`src/rtl/rnd_pkg.sv`:
```
// Package: shared rounding-mode encoding for the mantissa rounder.
// Assumes a 2-bit selector; all four codes are defined.
package rnd_pkg;
    typedef enum logic [1:0] {
        RM_NEAREST = 2'b00,
        RM_ZERO    = 2'b01,
        RM_POSINF  = 2'b10,
        RM_NEGINF  = 2'b11
    } rnd_mode_e;
endpackage

```
`src/rtl/rnd_decide.sv`:
```
// Module: rnd_decide
// Decides whether the kept mantissa must be bumped by one and whether
// any precision was lost. Assumes guard/round are the two dropped bits,
// sticky summarises everything below them, keep_lsb is the low kept bit.
module rnd_decide
    import rnd_pkg::*;
(
    input  logic      guard_bit,
    input  logic      round_bit,
    input  logic      sticky_bit,
    input  logic      keep_lsb,
    input  logic      neg,
    input  rnd_mode_e mode,
    output logic      bump,
    output logic      inexact
);
    logic lost;

    // Purpose: flag any discarded nonzero bit.
    always_comb begin
        lost    = guard_bit | round_bit | sticky_bit;
        inexact = lost;
    end

    // Purpose: per-mode increment decision.
    always_comb begin
        bump = 1'b0;
        if (lost) begin
            case (mode)
                RM_ZERO:   bump = 1'b0;
                RM_POSINF: bump = ~neg;
                RM_NEGINF: bump = neg;
                default:   bump = guard_bit & (round_bit | sticky_bit | keep_lsb);
            endcase
        end
    end

    // Immediate checks beside the decision logic.
    always_comb begin
        if (bump) begin
            AST_BUMP_NEEDS_LOSS: assert (lost);
        end
        if (mode == RM_ZERO) begin
            AST_RTZ_NEVER_BUMPS: assert (!bump);
        end
    end
endmodule

```
`src/rtl/rnd_incr.sv`:
```
// Module: rnd_incr
// Ripple incrementer: adds cin at bit 0 of a W-bit operand and exposes
// the carry-out as bit W of the sum. Assumes W >= 1.
module rnd_incr #(
    parameter int W = 30
) (
    input  logic [W-1:0] opnd,
    input  logic         cin,
    output logic [W:0]   sum
);
    logic [W:0] carry;

    assign carry[0] = cin;

    // Purpose: one half-adder cell per bit of the operand.
    for (genvar b = 0; b < W; b++) begin : g_cell
        assign sum[b]     = opnd[b] ^ carry[b];
        assign carry[b+1] = opnd[b] & carry[b];
    end

    assign sum[W] = carry[W];
endmodule

```
`src/rtl/mant_rounder.sv`:
```
// Module: mant_rounder (top)
// Drops guard and round bits, rounds the kept mantissa per the selected
// mode and registers the result with up/inexact flags. One cycle latency.
// Assumes MANT_W >= 4; the carry-out is kept and not renormalised.
module mant_rounder
    import rnd_pkg::*;
#(
    parameter int MANT_W = 32
) (
    input  logic              clk,
    input  logic              rst_n,
    input  logic [MANT_W-1:0] raw_mant,
    input  logic              raw_sticky,
    input  logic              val_neg,
    input  logic [1:0]        rnd_mode,
    output logic [MANT_W-2:0] res_mant,
    output logic              res_up,
    output logic              res_inexact
);
    localparam int KEEP_W = MANT_W - 2;
    localparam int OUT_W  = KEEP_W + 1;

    logic [KEEP_W-1:0] kept;
    logic              bump;
    logic              inexact;
    logic [OUT_W-1:0]  sum;
    rnd_mode_e         mode_e;

    // Purpose: shift out guard/round and cast the mode selector.
    always_comb begin
        kept   = raw_mant[MANT_W-1:2];
        mode_e = rnd_mode_e'(rnd_mode);
    end

    rnd_decide u_decide (
        .guard_bit  (raw_mant[1]),
        .round_bit  (raw_mant[0]),
        .sticky_bit (raw_sticky),
        .keep_lsb   (raw_mant[2]),
        .neg        (val_neg),
        .mode       (mode_e),
        .bump       (bump),
        .inexact    (inexact)
    );

    rnd_incr #(.W(KEEP_W)) u_incr (
        .opnd (kept),
        .cin  (bump),
        .sum  (sum)
    );

    // Purpose: output register with synchronous active-low clear.
    always_ff @(posedge clk) begin
        if (!rst_n) begin
            res_mant    <= '0;
            res_up      <= 1'b0;
            res_inexact <= 1'b0;
        end else begin
            res_mant    <= sum;
            res_up      <= bump;
            res_inexact <= inexact;
        end
    end

    // Clocked checks on the registered outputs.
    AST_RESET_CLEARS: assert property (@(posedge clk)
        !rst_n |=> (res_mant == '0 && !res_up && !res_inexact));
    AST_UP_IMPLIES_INEXACT: assert property (@(posedge clk) disable iff (!rst_n)
        res_up |-> res_inexact);
    AST_INEXACT_TRACKS: assert property (@(posedge clk) disable iff (!rst_n)
        1'b1 |=> (res_inexact == ($past(raw_mant[1:0]) != 2'b00 || $past(raw_sticky))));
    AST_NEAREST_GUARD_LOW: assert property (@(posedge clk) disable iff (!rst_n)
        (rnd_mode == 2'b00 && !raw_mant[1]) |=> !res_up);
    AST_TOWARD_ZERO: assert property (@(posedge clk) disable iff (!rst_n)
        (rnd_mode == 2'b01) |=> !res_up);
    AST_POSINF_SIGN: assert property (@(posedge clk) disable iff (!rst_n)
        (rnd_mode == 2'b10 && val_neg) |=> !res_up);
    AST_NEGINF_SIGN: assert property (@(posedge clk) disable iff (!rst_n)
        (rnd_mode == 2'b11 && !val_neg) |=> !res_up);
    AST_RESULT_STEP: assert property (@(posedge clk) disable iff (!rst_n)
        $past(rst_n) |-> (res_mant ==
            ({1'b0, $past(raw_mant[MANT_W-1:2])} + OUT_W'(res_up))));
endmodule

```
`config.mk`:
```
export PLATFORM = sky130hd
export DESIGN_NAME = mant_rounder
export DESIGN_NICKNAME = d
export VERILOG_FILES = /design/src/rtl/rnd_pkg.sv /design/src/rtl/rnd_decide.sv /design/src/rtl/rnd_incr.sv /design/src/rtl/mant_rounder.sv
export SDC_FILE = /design/constraint.sdc
export NUM_CORES = 1
export LEC_CHECK = 0
export ABC_CLOCK_PERIOD_IN_PS = 6480
export BUFFER_PORTS_ARGS = -buffer_cell sky130_fd_sc_hd__buf_2
export CORE_UTILIZATION = 39
export CTS_CLUSTER_DIAMETER = 80
export CTS_CLUSTER_SIZE = 12
export DETAILED_ROUTE_END_ITERATION = 7
export PLACE_DENSITY = 0.8
export SYNTH_ARGS = -nofsm -noshare
export SYNTH_HDL_FRONTEND = slang
export SYNTH_SLANG_ARGS = --single-unit
```
`constraint.sdc`:
```
create_clock -name clk -period 6.48 [get_ports clk]
set_input_delay 0.324 -clock clk [delete_from_list [all_inputs] [get_ports clk]]
set_output_delay 0.324 -clock clk [all_outputs]
set_load 0.01 [all_outputs]
```
==> summary.md <==
| Metric | Value |
|---|---|
| Startpoint types | primary input |
| Critical setup path kind | in -> reg |
| Slowest-stage cell, CP | ha_1 |
| CTS Sinks | 33 |
| Vias in the first global route | 1,019 |
| Pwr dens | around 210 mW/mm2 |
| GR peak layer | met2 |
| Achievable Freq | 161 MHz |
| Overflow after GRT | 0 |
| Worst VDD drop | 0.106 mV |
| Global Route met3 Usage | around 5.0% |
| Largest net degree at the start of global routing | 33 |
| Placer Congestion | 0.687 |
| Number of post-CTS setup repair buffers | 0 |
| First-pass GRT wire length | between 4000 and 5000 um |
| Most frequent cell on the critical path | ha_1 |
| Worst slew pin tran | between 0.3 and 0.4 ns |
| Share of the yosys chip area belonging to registers | between 50% and 60% |
| Initial DRT Pass Iterations | 2 |
| Die span in x | 59.6 um |
| Syn Area/Cell | ~12 um2 |
| Setup TNS | 0 ns |
| CP Max Fanout | 2 |
| Post-Syn Nets | 173 |
| H-tree levels | 2 |
| Syn Inst Count | around 110 |
| Total CTS buffers | 5 |
| CTS Hold Buffers Added | 0 |
| Core Area | between 0.003 and 0.004 mm2 |
| Max clock buf depth | 2 |
| Met1 usage | 14.8% |
| Critical path arrival | roughly 6.4 ns |
| Final setup margin | 0.273 ns |
| RSZ-0062 raised after global routing | false |
| Nets | ~250 |
| Reg clk slew, reported paths | around 0.1 ns |
| Iteration-0 DRC count of the detailed router | 6 |
| Initial Utilization | about two fifths |
| Root Buffer | clkbuf_4 |
| CTS tree | built |
| Pins over their slew limit | 0 |
| Total GRT Usage | roughly 16% |
| Final Hold Viols | 0 |
| Routed len/inst | about 11 um |
| Synth Register Bits | 33 |
| DRC viols | 0 |
| Relative slew slack | between 70% and 80% |
| Endpoints failing setup | 0 |
| Synth Cell Area | ~0.0013 mm2 |
| LEAKAGE | ~0.97 nW |
| Library cells used by synthesis | 11 |
| Setup WS pre-CTS | -0.440 ns |
| Synth Warn # | 0 |
| Io pins | 71 |
| Area Growth Syn to Fin | 39.1% |
| WL final | about 2500 um |
| IO Port Bufs | 70 |
| DP HPWL | approximately 2000 um |
| FP Rows | 20 |
| Period minus WS final | 6.21 ns |
| Proportion of layout cells with a drive suffix above 1 | between 50% and 60% |
| Drt via density | about 4.4 |
| Worst path max stage delay | roughly 0.26 ns |
| Die ar. | around 0.0036 mm2 |
| Max-cap violation count | 0 |
| Final core utilization | a little under 60% |
| Initial antenna violation count | 0 |
| Critical Path RT | 6.72 ns |
| Inserted Diodes | 0 |
| HP Class | in -> reg |
| Die height | around 60 um |
| Fillers | approximately 280 |
| Via Count | approximately 1,000 |
| Status | finished clean |
| Met2 Usage GRT | a little under a third |
| ANT nets after route | 0 |
| Crit end category | register |
| Post-route clock period utilization | a little over nine tenths |
## timing repair
item / in CTS / in global routing
pin swaps: 2 / 3
resized for setup: 4 / 9
endpoints found under the setup margin: 1 / 3
## kinds of logic (layout without fill, tap and decap cells)
family                     count (synthesis)  in the layout  synth area share, %
adders and majority gates                 30             30                 29.0
and+or+nand+nor                           37             37                 17.7
DFF                                       33             33                 51.1
buffers and inverters                      3             80                0.870
AOI/OAI and AO/OA                          2              2                 1.35
## metrics by stage
step	std cells	hold WS (ns)	power [mW]	area, um2
global route	226	0.311	0.399	1800
detailed placement	218	0.654	0.269	1700
CTS	226	0.287	0.384	1780
floorplan	105	0.451	0.241	1290
global placement	218	0.647	0.266	1700
finish	226	0.310	0.375	1800
## final cells by class
type	count	area [um2]	share of cell area, %
Timing Repair Buffer	72	365	20.3
Clock inverter	3	17.5	0.974
Clock buffer	5	37.5	2.09
Sequential cell	33	661	36.7
Multi-Input combinational cell	69	663	36.9
Tap cell	44	55.1	3.06
## worst max-delay path: cells and delay by family
| kind | cells | cell delay, ns |
|---|---|---|
| compound gates | 2 | 0.44 |
| fa+ha+maj | 30 | 5.35 |
| buf+inv | 1 | 0.12 |
| simple gates | 2 | 0.21 |
## layer usage
| metal | vias up | part of all wire (%) |
|---|---|---|
| met3 | 5 | 7.3 |
| met1 | 433 | 37 |
| met4 | 0 | 2.2 |
| met2 | 46 | 53 |
| met5 | - | 0 |
| li1 | 504 | - |
## layout by cell type (no fill, tap or decap), drive strengths merged
cell / instances
o31ai: 1
o311a: 1
buf: 72
clkinvlp: 1
clkbuf: 5
nor2b: 2
dfxtp: 33
ha: 30
nor2: 1
nor3: 1
or3b: 1
nand3: 1
clkinv: 2
and2: 31
## flip-flops by register name, indices dropped and copies added (netlist names)
name and count:
res_inexact 1, res_mant 31, res_up 1
## power breakdown
part / internal, mW / switching (mW) / total [mW]
registers: 0.214 / 0.00259 / 0.217
logic: 0.0255 / 0.0229 / 0.0484
clock network: 0.0409 / 0.0695 / 0.110
total: 0.280 / 0.0950 / 0.375
## cells in the mapped netlist, drive strengths merged
library cell | instances | area share, %
dfxtp | 33 | 51
and2 | 31 | 15
ha | 30 | 29
clkbuf | 3 | 0.87
nor2b | 2 | 0.97
nand3 | 1 | 0.39
nor2 | 1 | 0.29
nor3 | 1 | 0.39
o311a | 1 | 0.77
o31ai | 1 | 0.58
or3b | 1 | 0.68
## worst paths after layout
path | slack (ns) | endpoint | depth (start not counted) | start
worst min-delay path | 0.31 | res_mant[24]$_SDFF_PN0_ | 3 | raw_mant[26]
worst max-delay path | 0.27 | res_mant[29]$_SDFF_PN0_ | 35 | raw_mant[2]
(Power assumes the default switching activity.)
